===== src/rtl/rcr_pkg.sv =====
package rcr_pkg;
    localparam int NUM_EV = 14;

    localparam int EV_POR      = 0;
    localparam int EV_BOR      = 1;
    localparam int EV_PIN_RUN  = 2;
    localparam int EV_PIN_SLP  = 3;
    localparam int EV_WDT_RST  = 4;
    localparam int EV_WDT_WAKE = 5;
    localparam int EV_WIN      = 6;
    localparam int EV_INT_WAKE = 7;
    localparam int EV_SW_RST   = 8;
    localparam int EV_STK_OVF  = 9;
    localparam int EV_STK_UNF  = 10;
    localparam int EV_FUSE     = 11;
    localparam int EV_VREG     = 12;
    localparam int EV_MEM      = 13;

    localparam int FL_BOR = 0;
    localparam int FL_POR = 1;
    localparam int FL_SWR = 2;
    localparam int FL_PIN = 3;
    localparam int FL_WDT = 4;
    localparam int FL_WIN = 5;
    localparam int FL_UNF = 6;
    localparam int FL_OVF = 7;

    localparam int AX_FUSE = 0;
    localparam int AX_MEM  = 1;
    localparam int AX_VREG = 2;

    localparam logic [NUM_EV-1:0] WAKE_MASK  =
        (NUM_EV'(1) << EV_WDT_WAKE) | (NUM_EV'(1) << EV_INT_WAKE);
    localparam logic [NUM_EV-1:0] RESET_MASK = ~WAKE_MASK;

    localparam logic [7:0] FLAG_COLD = 8'h3D;
    localparam logic [2:0] AUX_COLD  = 3'b111;

    localparam logic [1:0] SEL_STAT = 2'd0;
    localparam logic [1:0] SEL_FLAG = 2'd1;
    localparam logic [1:0] SEL_AUX  = 2'd2;

    typedef struct packed {
        logic       to;
        logic       pd;
        logic [4:0] ar;
        logic [7:0] fl;
        logic [2:0] ax;
    } rc_regs_t;

    typedef enum logic {
        RS_ZERO = 1'b0,
        RS_WAKE = 1'b1
    } restart_e;
endpackage


===== src/rtl/rcr_flag_next.sv =====
module rcr_flag_next
    import rcr_pkg::*;
(
    input  rc_regs_t          cur,
    input  logic [NUM_EV-1:0] ev,
    input  logic              wr_en,
    input  logic [1:0]        wr_sel,
    input  logic [7:0]        wr_data,
    output rc_regs_t          nxt
);
    always_comb begin
        nxt = cur;
        if (ev[EV_POR]) begin
            nxt.to = 1'b1;
            nxt.pd = 1'b1;
            nxt.ar = '0;
            nxt.fl = FLAG_COLD;
            nxt.ax = AUX_COLD;
        end else if (ev[EV_BOR]) begin
            nxt.to = 1'b1;
            nxt.pd = 1'b1;
            nxt.ar = '0;
            nxt.fl = {6'b001111, cur.fl[FL_POR], 1'b0};
            nxt.ax[AX_MEM] = 1'b1;
        end else if (ev[EV_VREG]) begin
            nxt.to = 1'b1;
            nxt.pd = 1'b1;
            nxt.ar = '0;
            nxt.fl = {7'b0011110, cur.fl[FL_BOR]};
            nxt.ax[AX_VREG] = 1'b0;
            nxt.ax[AX_FUSE] = 1'b1;
        end else begin
            if (ev[EV_STK_OVF])                nxt.fl[FL_OVF] = 1'b1;
            if (ev[EV_STK_UNF])                nxt.fl[FL_UNF] = 1'b1;
            if (ev[EV_WIN])                    nxt.fl[FL_WIN] = 1'b0;
            if (ev[EV_WDT_RST])                nxt.fl[FL_WDT] = 1'b0;
            if (ev[EV_PIN_RUN] || ev[EV_PIN_SLP]) nxt.fl[FL_PIN] = 1'b0;
            if (ev[EV_SW_RST])                 nxt.fl[FL_SWR] = 1'b0;
            if (ev[EV_FUSE])                   nxt.ax[AX_FUSE] = 1'b0;
            if (ev[EV_MEM])                    nxt.ax[AX_MEM]  = 1'b0;

            if (ev[EV_WDT_RST]) begin
                nxt.to = 1'b0;
            end else if (ev[EV_PIN_SLP]) begin
                nxt.to = 1'b1;
                nxt.pd = 1'b0;
            end else if (ev[EV_WDT_WAKE]) begin
                nxt.to = 1'b0;
                nxt.pd = 1'b0;
            end else if (ev[EV_INT_WAKE]) begin
                nxt.to = 1'b1;
                nxt.pd = 1'b0;
            end
        end

        if (ev == '0 && wr_en) begin
            unique case (wr_sel)
                SEL_STAT: nxt.ar = wr_data[4:0];
                SEL_FLAG: nxt.fl = wr_data;
                SEL_AUX:  nxt.ax = wr_data[2:0];
                default:  ;
            endcase
        end
    end
endmodule


===== src/rtl/rcr_restart_fsm.sv =====
module rcr_restart_fsm
    import rcr_pkg::*;
#(
    parameter int PC_W    = 16,
    parameter int PC_STEP = 2
) (
    input  logic              clk,
    input  logic              rst_n,
    input  logic [NUM_EV-1:0] ev,
    input  logic [PC_W-1:0]   pc_i,
    output logic [PC_W-1:0]   restart_pc
);
    localparam logic [PC_W-1:0] STEP = PC_W'(PC_STEP);

    restart_e        state_q, state_d;
    logic [PC_W-1:0] wake_pc_q;
    logic            any_reset, any_wake;

    assign any_reset = |(ev & RESET_MASK);
    assign any_wake  = |(ev & WAKE_MASK);

    always_comb begin
        state_d = state_q;
        unique case (state_q)
            RS_ZERO: if (!any_reset && any_wake) state_d = RS_WAKE;
            RS_WAKE: if (any_reset)              state_d = RS_ZERO;
            default: state_d = RS_ZERO;
        endcase
    end

    always_ff @(posedge clk or negedge rst_n) begin
        if (!rst_n) begin
            state_q   <= RS_ZERO;
            wake_pc_q <= '0;
        end else begin
            state_q <= state_d;
            if (!any_reset && any_wake) wake_pc_q <= pc_i + STEP;
        end
    end

    always_comb begin
        unique case (state_q)
            RS_WAKE: restart_pc = wake_pc_q;
            default: restart_pc = '0;
        endcase
    end
endmodule


===== src/rtl/rcr_read_mux.sv =====
module rcr_read_mux (
    input  logic [1:0] sel,
    input  logic [7:0] stat_byte,
    input  logic [7:0] flag_byte,
    input  logic [7:0] aux_byte,
    output logic [7:0] rd_data
);
    always_comb begin
        unique case (sel)
            2'd0:    rd_data = stat_byte;
            2'd1:    rd_data = flag_byte;
            2'd2:    rd_data = aux_byte;
            default: rd_data = 8'h00;
        endcase
    end
endmodule


===== src/rtl/rst_cause_rec.sv =====
module rst_cause_rec
    import rcr_pkg::*;
#(
    parameter int PC_W    = 16,
    parameter int PC_STEP = 2
) (
    input  logic              clk,
    input  logic              rst_n,
    input  logic [13:0]       ev_i,
    input  logic [PC_W-1:0]   pc_i,
    input  logic              wr_en_i,
    input  logic [1:0]        wr_sel_i,
    input  logic [7:0]        wr_data_i,
    input  logic [1:0]        rd_sel_i,
    output logic [7:0]        rd_data_o,
    output logic [PC_W-1:0]   restart_pc_o
);
    localparam rc_regs_t COLD = '{to: 1'b1, pd: 1'b1, ar: 5'd0,
                                  fl: FLAG_COLD, ax: AUX_COLD};

    rc_regs_t   regs_q, regs_d;
    logic [7:0] stat_byte, flag_byte, aux_byte;

    rcr_flag_next u_next (
        .cur     (regs_q),
        .ev      (ev_i),
        .wr_en   (wr_en_i),
        .wr_sel  (wr_sel_i),
        .wr_data (wr_data_i),
        .nxt     (regs_d)
    );

    always_ff @(posedge clk or negedge rst_n) begin
        if (!rst_n) regs_q <= COLD;
        else        regs_q <= regs_d;
    end

    assign stat_byte = {1'b0, regs_q.to, regs_q.pd, regs_q.ar};
    assign flag_byte = regs_q.fl;
    assign aux_byte  = {5'b0, regs_q.ax};

    rcr_read_mux u_rd (
        .sel       (rd_sel_i),
        .stat_byte (stat_byte),
        .flag_byte (flag_byte),
        .aux_byte  (aux_byte),
        .rd_data   (rd_data_o)
    );

    rcr_restart_fsm #(.PC_W(PC_W), .PC_STEP(PC_STEP)) u_fsm (
        .clk        (clk),
        .rst_n      (rst_n),
        .ev         (ev_i),
        .pc_i       (pc_i),
        .restart_pc (restart_pc_o)
    );
endmodule


===== config.mk =====
export PLATFORM = sky130hd
export DESIGN_NAME = rst_cause_rec
export DESIGN_NICKNAME = d
export VERILOG_FILES = /design/src/rtl/rcr_pkg.sv /design/src/rtl/rcr_flag_next.sv /design/src/rtl/rcr_restart_fsm.sv /design/src/rtl/rcr_read_mux.sv /design/src/rtl/rst_cause_rec.sv
export SDC_FILE = /design/constraint.sdc
export NUM_CORES = 1
export LEC_CHECK = 0
export BUFFER_PORTS_ARGS = -buffer_cell sky130_fd_sc_hd__buf_2
export CAP_MARGIN = 20
export CORE_MARGIN = 5
export CORE_UTILIZATION = 54
export DETAILED_ROUTE_END_ITERATION = 16
export GPL_TIMING_DRIVEN = 0
export PLACE_DENSITY = 0.84
export SETUP_SLACK_MARGIN = 0.5
export SYNTH_ARGS = -nofsm -noshare
export SYNTH_HDL_FRONTEND = slang
export SYNTH_SLANG_ARGS = --single-unit

===== constraint.sdc =====
create_clock -name clk -period 3.12 [get_ports clk]
set_input_delay 0.936 -clock clk [delete_from_list [all_inputs] [get_ports clk]]
set_output_delay 0.936 -clock clk [all_outputs]
set_load 0.1 [all_outputs]

==> results by group <==
Run status
  – Status: completed

Synth
  – Yosys cell types: 41
  – Synth area leader: dfrtp_1
  – Mapped Cells: 211
  – Synth Register Bits: 35
  – Largest cells by area after synthesis: dfrtp_1, dfstp_2, mux2i_1
  – Sequential area share after synthesis: 42.4%
  – Most common cell in the netlist: dfrtp_1
  – Syn nets: 257
  – Avg Cell Area, Syn: 9.93 sq um
  – Synth warnings: 0
  – Post-Syn Area: approximately 2100 sq um
  – Most instantiated cells after synthesis: dfrtp_1, and2_1, nand2_1
  – Area share of the largest cell type after synthesis: 29.9%
  – EDFF count, synth: 0
  – Async set or reset register ratio after synthesis: 100%
  – Most used DFF post-synth: dfrtp_1

GRT
  – Most used routing layer: met2
  – Global Route Usage Sum: between 10% and 20%
  – M2 GR Usage: 33.2%
  – Global route total overflow: 0
  – Met3 GRT Util: 6.23%
  – Global-route wire length before repair: 8110 um
  – Initial antenna violation count: 0
  – Largest net degree at the start of global routing: 36
  – Met1 Use GR: 24.4%
  – Vias in the first global route: 1788

STA
  – Final setup vio count: 0
  – Post-layout minimum cycle time: 2600 ps
  – Hold Fails Final Rpt: 0
  – Normalized max-slew margin: 48.1%
  – Skew final: 0 ps
  – Fin crit share: 83.4%
  – Worst Tran Pin Value: between 700 and 800 ps
  – Slew Limit Fails: 0
  – Setup TNS: 0 ps
  – Max Fclk: slightly below 400 MHz
  – RSZ-0062 raised after global routing: false

Worst setup path
  – Critical Path Source Type: input port
  – Setup CP Type: input port to output pin
  – Worst setup EP type: output pin
  – Worst r2r path cells: 3
  – Worst Setup SP: rd_sel_i[0]
  – Peak fanout along the critical path: 9
  – Worst Path Arrival: around 1700 ps
  – FF-to-FF End: aux_byte[0]
  – Critical Path RT: roughly 2200 ps
  – Worst r2r src: aux_byte[0]
  – FF-to-FF setup slack: 2120 ps
  – Crit path to: rd_data_o[3]

Clocking
  – Clk root buf: clkbuf_8
  – CTS tree: built
  – Max clock buf depth: 2
  – Total clock sinks: 35
  – Clk_lat worst skew: approximately 280 ps
  – Post-CTS Setup Inserts: 0
  – CTS clk-pin slew, worst paths: about 70 ps
  – Inserted Clock Buffers: 5
  – H-tree depth: 2

Cells and area
  – Area grow syn2layout: 34.4%
  – Layout cells sized above 1: 44.6%
  – ANT cells: 0
  – Final instance area: 2820 sq um
  – Core Util, Final: between 70 and 80%
  – Nets: 330

Routing
  – Final wirelength: 5020 um
  – Via-per-instance ratio: 5.36
  – Vias: about 1800
  – Post-DRT Antenna Nets: 0
  – Avg WL per Cell: 15.1 um
  – DR pass1 iterations: 4
  – DR DRC count: 0
  – Initial DRC count: between 90 and 100

Place
  – DPL Wire Length: between 3000 and 4000 um
  – Placed cell areas: ~2600 sq um
  – Final RePlAce weighted congestion: 0.788
  – Port bufs: 66

Min path
  – Worst min path class: flip-flop to flip-flop

Power
  – Leakage: between 1 and 1.5 nW
  – Pwr Total: 0.990 mW
  – Peak supply drop: between 0.2 and 0.3 mV
  – Power Density: approximately 350 nW/um^2

Floorplanning
  – Chip height: 72.3 um
  – I/O pins: 69
  – Row count: 22
  – Starting Density: 56.4%
  – Die W: between 70 and 80 um
  – Core Region: around 3700 sq um
  – Die area: 5230 sq um

Run
  – Max cap viols: 0
==> sequential cells by signal, indices dropped and copies added, names as in the netlist <==
register	flops
regs_q	7
aux_byte	3
u_fsm.state_q	1
flag_byte	8
u_fsm.wake_pc_q	16
==> layer usage <==
metal  up-vias  share of wire [%]
met3         7                7.1
met4         0                1.1
met5         -                  0
met2        50                 50
met1       856                 42
li1        872                  -
==> worst min-delay path by stage <==
stage	from	end	slack (ps)	cells after the start
floorplan	regs_q[16]	regs_q[16]	460	2
global placement	regs_q[16]	regs_q[16]	460	2
detailed placement	regs_q[16]	regs_q[16]	470	2
CTS	regs_q[16]	regs_q[16]	480	2
global route	u_fsm.wake_pc_q[0]	u_fsm.wake_pc_q[0]	520	1
finish	regs_q[16]	regs_q[16]	500	2
==> kinds of logic after synthesis <==
family                   after synthesis  synth area share, %
adder cells (fa/ha/maj)                1                0.597
XOR/XNOR                              11                 4.60
AO/OA/AOI/OAI                         26                 7.34
AND/OR/NAND/NOR                       81                 22.3
multiplexers                          34                 18.2
flip-flops                            35                 42.4
buffers and inverters                 23                 4.54
==> cell type report <==
class                      instances  area [sq um]
multi-input combinational        153          1240
fill                             291           900
sequential                        35           888
timing repair buffer              66           410
buffer                            11          88.8
clock buffer                       7          76.3
tap                               48          60.1
inverter                          12          45.0
clock inverter                     1          5.00
==> cells in the final DEF (no fill, tap or decap), drive strengths merged, types with 2 or more instances in the layout <==
| master | instances |
|---|---|
| buf | 68 |
| dfrtp | 25 |
| and2 | 19 |
| mux2 | 18 |
| nand2 | 17 |
| mux2i | 16 |
| clkbuf | 16 |
| nor2 | 15 |
| inv | 12 |
| o21ai | 12 |
| xnor2 | 10 |
| dfstp | 10 |
| a21oi | 6 |
| nand4 | 6 |
| nand3 | 5 |
| and4 | 3 |
| nor3 | 3 |
| or4 | 2 |
| o31ai | 2 |
| and3 | 2 |
| nor2b | 2 |
==> worst max-delay path, stage by stage <==
cell and delay (ps):
clkbuf_16 160, mux2i_4 190, nor2_4 90, buf_4 280
==> power by group <==
part | switching [mW] | total, mW | internal (mW)
logic | 0.124 | 0.201 | 0.0769
clock network | 0.162 | 0.318 | 0.157
registers | 0.00493 | 0.470 | 0.466
total | 0.290 | 0.990 | 0.699
==> stage by stage <==
step / hold WS [ps] / worst slack [ps] / std cells
finish: 498 / 517 / 333
global route: 517 / 503 / 333
CTS: 481 / 483 / 333
detailed placement: 471 / 93.9 / 325
global placement: 464 / 82.5 / 325
floorplan: 457 / 367 / 211
==> what timing repair did <==
action | 4_1_cts | 5_1_grt
endpoints found under the setup margin | 17 | 15
gates resized for setup | 27 | 14
hold buffers | 0 | 0
endpoints found under the hold margin | 0 | 0
(Power assumes the default switching activity.)
